--- config.mk ---
export PLATFORM = sky130hd
export DESIGN_NAME = tri_wire_slave
export DESIGN_NICKNAME = d
export VERILOG_FILES = /design/src/rtl/tws_pkg.sv /design/src/rtl/tws_sync.sv /design/src/rtl/tws_addr_decode.sv /design/src/rtl/tri_wire_slave.sv
export SDC_FILE = /design/constraint.sdc
export NUM_CORES = 1
export LEC_CHECK = 0
export BUFFER_PORTS_ARGS = -buffer_cell sky130_fd_sc_hd__buf_2
export CAP_MARGIN = 15
export CORE_ASPECT_RATIO = 1.4
export CORE_UTILIZATION = 45
export DETAILED_ROUTE_END_ITERATION = 16
export RECOVER_POWER = 25
export SYNTH_ARGS = -nofsm -noshare
export SYNTH_HDL_FRONTEND = slang
export SYNTH_HIERARCHICAL = 1
export SYNTH_SLANG_ARGS = --single-unit
--- constraint.sdc ---
create_clock -name clk -period 5.31 [get_ports clk]
set_input_delay 0.7965 -clock clk [delete_from_list [all_inputs] [get_ports clk]]
set_output_delay 0.7965 -clock clk [all_outputs]
set_load 0.03 [all_outputs]
--- src/rtl/tws_pkg.sv ---
package tws_pkg;
  localparam int ADDR_BITS = 8;
  localparam int BYTE_BITS = 8;
  localparam int MAX_BITS  = 2 * BYTE_BITS;

  typedef enum logic [2:0] {
    ST_IDLE,
    ST_ADDR,
    ST_WR,
    ST_RD,
    ST_SKIP,
    ST_WAIT
  } tws_state_e;
endpackage

--- src/rtl/tws_sync.sv ---
module tws_sync #(
  parameter int          W       = 3,
  parameter int          STAGES  = 2,
  parameter logic [W-1:0] RST_VAL = '1
) (
  input  logic         clk,
  input  logic         rst,
  input  logic [W-1:0] async_in,
  output logic [W-1:0] lvl
);
  logic [W-1:0] pipe [STAGES];

  always_ff @(posedge clk) begin
    if (rst) begin
      for (int s = 0; s < STAGES; s++) pipe[s] <= RST_VAL;
    end else begin
      pipe[0] <= async_in;
      for (int s = 1; s < STAGES; s++) pipe[s] <= pipe[s-1];
    end
  end

  assign lvl = pipe[STAGES-1];
endmodule

--- src/rtl/tws_addr_decode.sv ---
module tws_addr_decode #(
  parameter int                  N       = 4,
  parameter int                  IDX_W   = 2,
  parameter logic [N*8-1:0]      TABLE   = '0,
  parameter logic [N-1:0]        IS_RD   = '0,
  parameter logic [N-1:0]        IS_WIDE = '0
) (
  input  logic [7:0]       addr,
  output logic             hit,
  output logic [IDX_W-1:0] idx,
  output logic             rd,
  output logic             wide
);
  logic [N-1:0] match;

  genvar g;
  generate
    for (g = 0; g < N; g++) begin : g_cmp
      assign match[g] = (addr == TABLE[g*8 +: 8]);
    end
  endgenerate

  // lowest index wins when two entries share an address
  always_comb begin
    hit  = 1'b0;
    idx  = '0;
    rd   = 1'b0;
    wide = 1'b0;
    for (int i = N - 1; i >= 0; i--) begin
      if (match[i]) begin
        hit  = 1'b1;
        idx  = IDX_W'(i);
        rd   = IS_RD[i];
        wide = IS_WIDE[i];
      end
    end
  end
endmodule

--- src/rtl/tri_wire_slave.sv ---
module tri_wire_slave
  import tws_pkg::*;
#(
  parameter int                      NUM_REGS    = 4,
  parameter logic [NUM_REGS*8-1:0]   REG_ADDRS   = 32'h4332_2110,
  parameter logic [NUM_REGS-1:0]     REG_READ    = 4'b1100,
  parameter logic [NUM_REGS-1:0]     REG_WIDE    = 4'b1010,
  parameter int                      SYNC_STAGES = 2,
  localparam int                     IDX_W       = (NUM_REGS > 1) ? $clog2(NUM_REGS) : 1
) (
  input  logic             clk,
  input  logic             rst,
  input  logic             bus_ident,
  input  logic             bus_clock,
  input  logic             bus_data,
  output logic             bus_data_oe,
  output logic             wr_en,
  output logic [IDX_W-1:0] wr_idx,
  output logic [15:0]      wr_data,
  output logic             rd_en,
  output logic [IDX_W-1:0] rd_idx,
  input  logic [15:0]      rd_data
);
  localparam int CNT_W = $clog2(MAX_BITS + 2);
  localparam logic [CNT_W-1:0] CNT_MAX = '1;

  logic [2:0] bus_s;
  logic       id_l, ck_l, dt_l;
  logic       id_d, ck_d;
  logic       id_rise, id_fall, ck_rise, ck_fall;

  tws_state_e       state;
  logic [7:0]       addr_sr;
  logic [CNT_W-1:0] bit_cnt;
  logic [CNT_W-1:0] need;
  logic [15:0]      sh;
  logic             wide_q;
  logic [IDX_W-1:0] idx_q;
  logic             rd_load;

  logic             dec_hit, dec_rd, dec_wide;
  logic [IDX_W-1:0] dec_idx;

  tws_sync #(.W(3), .STAGES(SYNC_STAGES), .RST_VAL(3'b111)) u_sync (
    .clk      (clk),
    .rst      (rst),
    .async_in ({bus_data, bus_clock, bus_ident}),
    .lvl      (bus_s)
  );

  assign id_l = bus_s[0];
  assign ck_l = bus_s[1];
  assign dt_l = bus_s[2];

  always_ff @(posedge clk) begin
    if (rst) begin
      id_d <= 1'b1;
      ck_d <= 1'b1;
    end else begin
      id_d <= id_l;
      ck_d <= ck_l;
    end
  end

  assign id_rise = id_l & ~id_d;
  assign id_fall = ~id_l & id_d;
  assign ck_rise = ck_l & ~ck_d;
  assign ck_fall = ~ck_l & ck_d;

  tws_addr_decode #(
    .N(NUM_REGS), .IDX_W(IDX_W), .TABLE(REG_ADDRS), .IS_RD(REG_READ), .IS_WIDE(REG_WIDE)
  ) u_dec (
    .addr (addr_sr),
    .hit  (dec_hit),
    .idx  (dec_idx),
    .rd   (dec_rd),
    .wide (dec_wide)
  );

  assign need = wide_q ? CNT_W'(MAX_BITS) : CNT_W'(BYTE_BITS);

  always_ff @(posedge clk) begin
    if (rst) begin
      state       <= ST_IDLE;
      addr_sr     <= '0;
      bit_cnt     <= '0;
      sh          <= '0;
      wide_q      <= 1'b0;
      idx_q       <= '0;
      rd_load     <= 1'b0;
      bus_data_oe <= 1'b0;
      wr_en       <= 1'b0;
      wr_idx      <= '0;
      wr_data     <= '0;
      rd_en       <= 1'b0;
      rd_idx      <= '0;
    end else begin
      wr_en   <= 1'b0;
      rd_en   <= 1'b0;
      rd_load <= rd_en;
      case (state)
        ST_IDLE: begin
          if (id_fall) begin
            state   <= ST_ADDR;
            bit_cnt <= '0;
            addr_sr <= '0;
          end
        end
        ST_ADDR: begin
          if (ck_rise) begin
            addr_sr <= {dt_l, addr_sr[7:1]};
            if (bit_cnt != CNT_MAX) bit_cnt <= bit_cnt + 1'b1;
          end else if (id_rise) begin
            bit_cnt <= '0;
            if (bit_cnt == CNT_W'(ADDR_BITS) && dec_hit) begin
              idx_q  <= dec_idx;
              wide_q <= dec_wide;
              if (dec_rd) begin
                state  <= ST_RD;
                rd_en  <= 1'b1;
                rd_idx <= dec_idx;
              end else begin
                state <= ST_WR;
              end
            end else begin
              state <= ST_SKIP;
            end
          end
        end
        ST_WR: begin
          if (ck_rise) begin
            sh <= {dt_l, sh[15:1]};
            if (bit_cnt != CNT_MAX) bit_cnt <= bit_cnt + 1'b1;
          end else if (id_fall) begin
            state <= ST_WAIT;
            if (bit_cnt == need) begin
              wr_en   <= 1'b1;
              wr_idx  <= idx_q;
              wr_data <= wide_q ? sh : {8'h00, sh[15:8]};
            end
          end
        end
        ST_RD: begin
          if (rd_load) sh <= rd_data;
          if (ck_fall) begin
            bus_data_oe <= (bit_cnt < need) ? ~sh[bit_cnt[3:0]] : 1'b0;
          end else if (ck_rise) begin
            if (bit_cnt != CNT_MAX) bit_cnt <= bit_cnt + 1'b1;
            if (bit_cnt + 1'b1 >= need) bus_data_oe <= 1'b0;
          end else if (id_fall) begin
            bus_data_oe <= 1'b0;
            state       <= ST_WAIT;
          end
        end
        ST_SKIP: begin
          if (id_fall) state <= ST_WAIT;
        end
        ST_WAIT: begin
          if (id_rise) state <= ST_IDLE;
        end
        default: state <= ST_IDLE;
      endcase
    end
  end
endmodule

==> results of run 1 <==
-- area by class of cell --
class	instances	area [µm²]	area share, %
multi-input combinational	264	1871	49.37
timing repair buffer	47	229.0	6.044
clock buffer	10	137.6	3.633
sequential	67	1341	35.40
clock inverter	6	40.04	1.057
tap	97	121.4	3.203
inverter	13	48.80	1.288
-- cell families (layout without fill, tap and decap cells) --
family,count (synthesis),after routing,share of synthesized area [%]
buffers and inverters,41,76,6.177
AO/OA/AOI/OAI,86,86,17.58
flip-flops,67,67,39.18
AND/OR/NAND/NOR,137,137,23.06
multiplexers,29,29,9.942
XOR/XNOR,3,3,0.7677
adder cells (fa/ha/maj),9,9,3.290
-- layer usage --
metal / GRT usage, % / part of all wire (%) / routed length (µm)
met3: 3.086 / 2.8 / 223
met2: 35.91 / 51 / 4051
met5: 0 / 0 / 0
met1: 27.25 / 43 / 3422
met4: 10.71 / 2.3 / 184
-- power groups by stage --
stage                     logic, mW  clock network, mW  registers (mW)
after floorplan              0.0579                  0           0.524
after CTS                    0.0664              0.393           0.520
after detailed placement     0.0662                  0           0.532
after global placement       0.0656                  0           0.532
final                        0.0663              0.384           0.520
after global routing         0.0745              0.413           0.522
-- cell usage in the layout (no fill, tap or decap), drive strengths merged, types with 3 or more instances in the layout --
master / n
dfxtp: 67
nor2b: 6
a21oi: 30
a211oi: 26
mux2i: 25
and3: 3
clkinv: 4
and4bb: 3
nor2: 30
nor3: 3
nand2b: 6
or4: 3
nand2: 21
o21ai: 5
mux4: 4
or2: 8
nor3b: 5
a311oi: 3
clkbuf: 24
ha: 9
inv: 14
buf: 33
or4b: 3
nand3: 27
o31ai: 4
a31oi: 3
-- how the worst min path moves through the flow --
stage | from | endpoint
3_3_place_gp | u_sync/pipe[0][2] | u_sync/pipe[0][5]
2_1_floorplan | u_sync/pipe[0][0] | u_sync/pipe[0][3]
6_report | u_sync/pipe[0][0] | u_sync/pipe[0][3]
3_5_place_dp | u_sync/pipe[0][2] | u_sync/pipe[0][5]
4_1_cts | u_sync/pipe[0][0] | u_sync/pipe[0][3]
5_1_grt | u_sync/pipe[0][2] | u_sync/pipe[0][5]
-- sequential cells by signal, summed over array words and instances (netlist names) --
signal,flops
sh,16
wr_data,16
addr_sr,8
u_sync/pipe,6
bit_cnt,5
state,3
idx_q,2
rd_idx,2
wr_idx,2
bus_data_oe,1
ck_d,1
id_d,1
rd_en,1
rd_load,1
wide_q,1
wr_en,1
-- worst max-delay path, delay by kind of cell --
| family | cells | cell delay [ns] |
|---|---|---|
| AO/OA/AOI/OAI | 2 | 0.44 |
| buffers and inverters | 3 | 2.32 |
-- metrics by stage --
stage | cells | total power, mW
6_report | 504 | 0.9703
5_1_grt | 504 | 1.010
4_1_cts | 503 | 0.9793
3_5_place_dp | 487 | 0.5980
3_3_place_gp | 487 | 0.5972
2_1_floorplan | 372 | 0.5822
==> metrics.txt, run 1 <==
outcome finished, violations left; failing checks max-capacitance violations, max-slew violations; DRT iter0 DRCs 123; DR WL/cell 15.64 µm; syn avg cell area 9.202 µm²; Worst R2R Path Depth 6; count of state elements after synthesis 67; Worst Hold Class flop to flop; post-route cell area 3789 µm²; RR Endpoint wr_data[11]; Syn Nets 402; Main synth FF type dfxtp_1; final hold violations 0; Max Clock Skew 0.008063 ns; EDFF count, synth 0; total CTS buffers 9; Async SR Flop Fraction 0%; post-route ant nets 0; first-pass GRT wire length 13030 µm; Post-Syn Area 3423 µm²; setup TNS 0 ns; CP Max Fanout 62; core footprint 7361 µm²; CP Capture Type flop; CTS Buffer Depth 2; RePlAce Congestion 0.8365; Fmax 296.4 MHz; Slew Viols, Final 63; fillcell total 711; GRT Resource Usage Total 21.88%; Post-Synthesis Cells 372; Vert. Die Dim 105.2 µm; post-synth top area share 39.18%; Initial Utilization 46.51%; largest cells by area after synthesis dfxtp_1 (39%), mux2i_1 (7.3%), a211oi_1 (5.0%); share of layout cells above drive strength 1 16.95%; post-CTS resize count 0; crit path time final 3.374 ns; combinational share of power 6.8%; max_cap viols 1; leakage 1.401 nW; TritonRoute pass-1 iters 4; Slowest Stage Delay on Critical Path 1.84 ns; critical path data arrival time 3.58 ns; ANT cells 0; antenna violations before repair 0; RSZ-0062 raised after global routing no; number of vias after detailed routing 2818; Slew Limit Headroom -74.57%; pwr dens 256.1 nW/µm²; most instantiated cells after synthesis dfxtp_1 (67), nor2_1 (30), a21oi_1 (29), nand3_1 (27), mux2i_1 (25); clk slew on worst S/H paths 0.07 ns; FF-to-FF Start wide_q; worst path cell trace buf_2, clkbuf_1, inv_1, o31ai_1, a21oi_1; largest net degree at the start of global routing 63; hold path depth 1; sequential power share 53.6%; worst setup path category primary input to flop; DRC Markers 0; vias in the first global route 2628; internal power 0.7153 mW; pre-CTS WS 2.311 ns; CP Data Required Time 5.51 ns; crit path max-delay cell type clkbuf_1; DP HPWL 5609 µm; Synth area leader dfxtp_1; full die area 7965 µm²; Max IR drop VDD 0.1519 mV; CTS Hold Bufs 0; Clock power frac 39.6%; crit path capture bit_cnt[1]; Post-CTS Setup Repair Bufs 0; sequential share of the synthesized area 39.18%; Syn. warnings 6; top-level I/O count 44; reg-to-reg slack, setup 2.62 ns; H-tree levels 3; row count 37; Psw 0.2550 mW; count leader, synth dfxtp_1; Distinct cells, synth 60; total grt overflow 0; worst slew pin tran 2.619 ns; CTS sink count 67; I/O Buffers 43; switching share of total power 26.28%; CTS tree yes; Final Net Count 432; vias per cell 5.591; crit share post-route 63.54%; worst hold slack 0.4057 ns; area grow syn2layout 10.67%; Util after Layout 51.47%; placed cell areas 3620 µm²; Worst Setup Start Kind primary input; CP startpoint rst; DRT Wirelength 7882 µm; Chip Width 75.72 µm; Clk Tree Root Cell clkbuf_8; Final WS setup 1.936 ns; endpoints failing setup 0; Worst-Skew Late Latency 0.35 ns
Note: power is estimated with default switching activity, not from simulation.
==> inputs of run 2 (changes only) <==
PLACE_DENSITY = 0.67   (was default)
clock period = 3.1 ns   (was 5.31 ns; I/O delays follow)
==> metrics.txt, run 2 (synthesis results as in run 1) <==
outcome completed (was finished, violations left); H-tree levels 3 (unchanged); Slowest Stage Delay on Critical Path 0.47 ns (was 1.84 ns); final hold violations 0 (unchanged); number of vias after detailed routing 2833 (was 2818); Final Net Count 436 (was 432); Initial Utilization 46.51% (unchanged); worst path cell trace ha_1, nand3_1, ha_1, ha_1, nand3_1, nor2_1, o41ai_1, a32o_1 (was buf_2, clkbuf_1, inv_1, o31ai_1, a21oi_1); crit path max-delay cell type dfxtp_1 (was clkbuf_1); clk slew on worst S/H paths 0.07 ns (about the same); Clk Tree Root Cell clkbuf_8 (unchanged); CP Capture Type flop (unchanged); DP HPWL 5553 µm (was 5609 µm); ANT cells 0 (unchanged); row count 37 (unchanged); first-pass GRT wire length 13140 µm (was 13030 µm); max_cap viols 0 (was 1); Largest regs sh x16, wr_data x16, addr_sr x8 (unchanged); placed cell areas 3657 µm² (was 3620 µm²); Worst Hold Class primary input to flop (was flop to flop); Worst Setup Start Kind flop (was primary input); endpoints failing setup 0 (unchanged); share of layout cells above drive strength 1 17.76% (was 16.95%); CTS Hold Bufs 0 (unchanged); Top cell by count, worst path ha_1; post-route ant nets 0 (unchanged); Slew Limit Headroom 20.00% (was -74.57%); full die area 7965 µm² (unchanged); DRT iter0 DRCs 159 (was 123); CP Max Fanout 8 (was 62); GRT Resource Usage Total 22.21% (was 21.88%); DRT Wirelength 7865 µm (was 7882 µm); worst slew pin tran 1.200 ns (was 2.619 ns); vias in the first global route 2688 (was 2628); RSZ-0062 raised after global routing no (unchanged); setup TNS 0 ns (unchanged); post-route cell area 3864 µm² (was 3789 µm²); I/O Buffers 43 (unchanged); total grt overflow 0 (unchanged); largest net degree at the start of global routing 62 (was 63); CTS Buffer Depth 2 (unchanged); Max Clock Skew 0.01600 ns (was 0.008063 ns); most frequent cells in the layout dfxtp_1 (67), nor2_1 (30), a21oi_1 (29), buf_2 (29), nand3_1 (27) (was dfxtp_1 (67), nor2_1 (30), buf_2 (30)); critical path data arrival time 2.57 ns (was 3.58 ns); DR WL/cell 15.48 µm (was 15.64 µm); pwr dens 473.7 nW/µm² (was 256.1 nW/µm²); FF-to-FF Start bit_cnt[0] (was wide_q); core footprint 7361 µm² (unchanged); critical path's top delay family adder cells (was buffers and inverters); Fmax 440.2 MHz; Post-CTS Setup Repair Bufs 0 (unchanged); hold_sp bus_clock (was u_sync/pipe[0][0]); TritonRoute pass-1 iters 4 (unchanged); total CTS buffers 9 (unchanged); CP startpoint bit_cnt[0] (was rst); worst setup path category flop to flop (was primary input to flop); most common cell after layout, fill and taps aside dfxtp_1 (unchanged); CP Data Required Time 3.39 ns (was 5.51 ns); crit path buf inv count 0 (was 3); crit share post-route 73.28%; CTS tree yes (unchanged); RePlAce Congestion 0.9040 (was 0.8365); Vert. Die Dim 105.2 µm (unchanged); Worst-Skew Late Latency 0.36 ns (was 0.35 ns); area grow syn2layout 12.87% (was 10.67%); antenna violations before repair 0 (unchanged); Slew Viols, Final 0 (was 63); DRC Markers 0 (unchanged); crit path time final 2.272 ns; post-CTS resize count 0 (unchanged); leakage 1.438 nW (was 1.401 nW); Max IR drop VDD 0.3479 mV (was 0.1519 mV); top-level I/O count 44 (unchanged); CTS sink count 67 (unchanged); Chip Width 75.72 µm (unchanged); vias per cell 5.577 (was 5.591)
-- run 2: path summary, 6_finish.rpt --
kind                            cells past startpoint           endpoint  slack, ns
worst min-delay path                                2  u_sync/pipe[0][1]       0.28
worst max register to register                      8        bus_data_oe       0.83
worst max-delay path                                8        bus_data_oe       0.83
worst min register to register                      1  u_sync/pipe[0][5]       0.40
-- run 2: stage by stage --
step | total power, mW | std cells | setup WS, ns | util, % | hold WS [ns]
floorplan | 0.9973 | 372 | 0.6525 | - | 0.3832
global placement | 1.025 | 492 | 0.8106 | 49.69 | 0.3909
detailed placement | 1.026 | 492 | 0.8068 | 49.69 | 0.3924
CTS | 1.849 | 508 | 0.7899 | 52.76 | 0.2662
global route | 1.906 | 508 | 0.6407 | 52.49 | 0.2775
finish | 1.830 | 508 | 0.8283 | 52.49 | 0.2794
-- run 2: final cells by class --
class | instances | area [µm²]
clock inverters | 6 | 88.84
multi-input cells | 264 | 1871
clock buffers | 10 | 137.6
flip-flops and latches | 67 | 1341
well taps | 97 | 121.4
inverters | 13 | 48.80
repair buffers | 51 | 255.2
fillers | 689 | 3497
-- run 2: power by group --
| group | switching [mW] | leakage [nW] | internal, mW | total [mW] |
|---|---|---|---|---|
| Clock | 0.349 | 0.108 | 0.474 | 0.823 |
| Combinational | 0.0708 | 0.788 | 0.0451 | 0.116 |
| Sequential | 0.0200 | 0.542 | 0.871 | 0.891 |
-- run 2: per-layer routing --
layer  global-route usage [%]  share of wire (%)  vias to the layer above
met2                    36.10                 51                       67
met3                    3.954                2.8                       11
li1                         -                  -                     1427
met1                    26.55                 44                     1328
met5                        0                  0                        -
met4                    12.96                2.3                        0
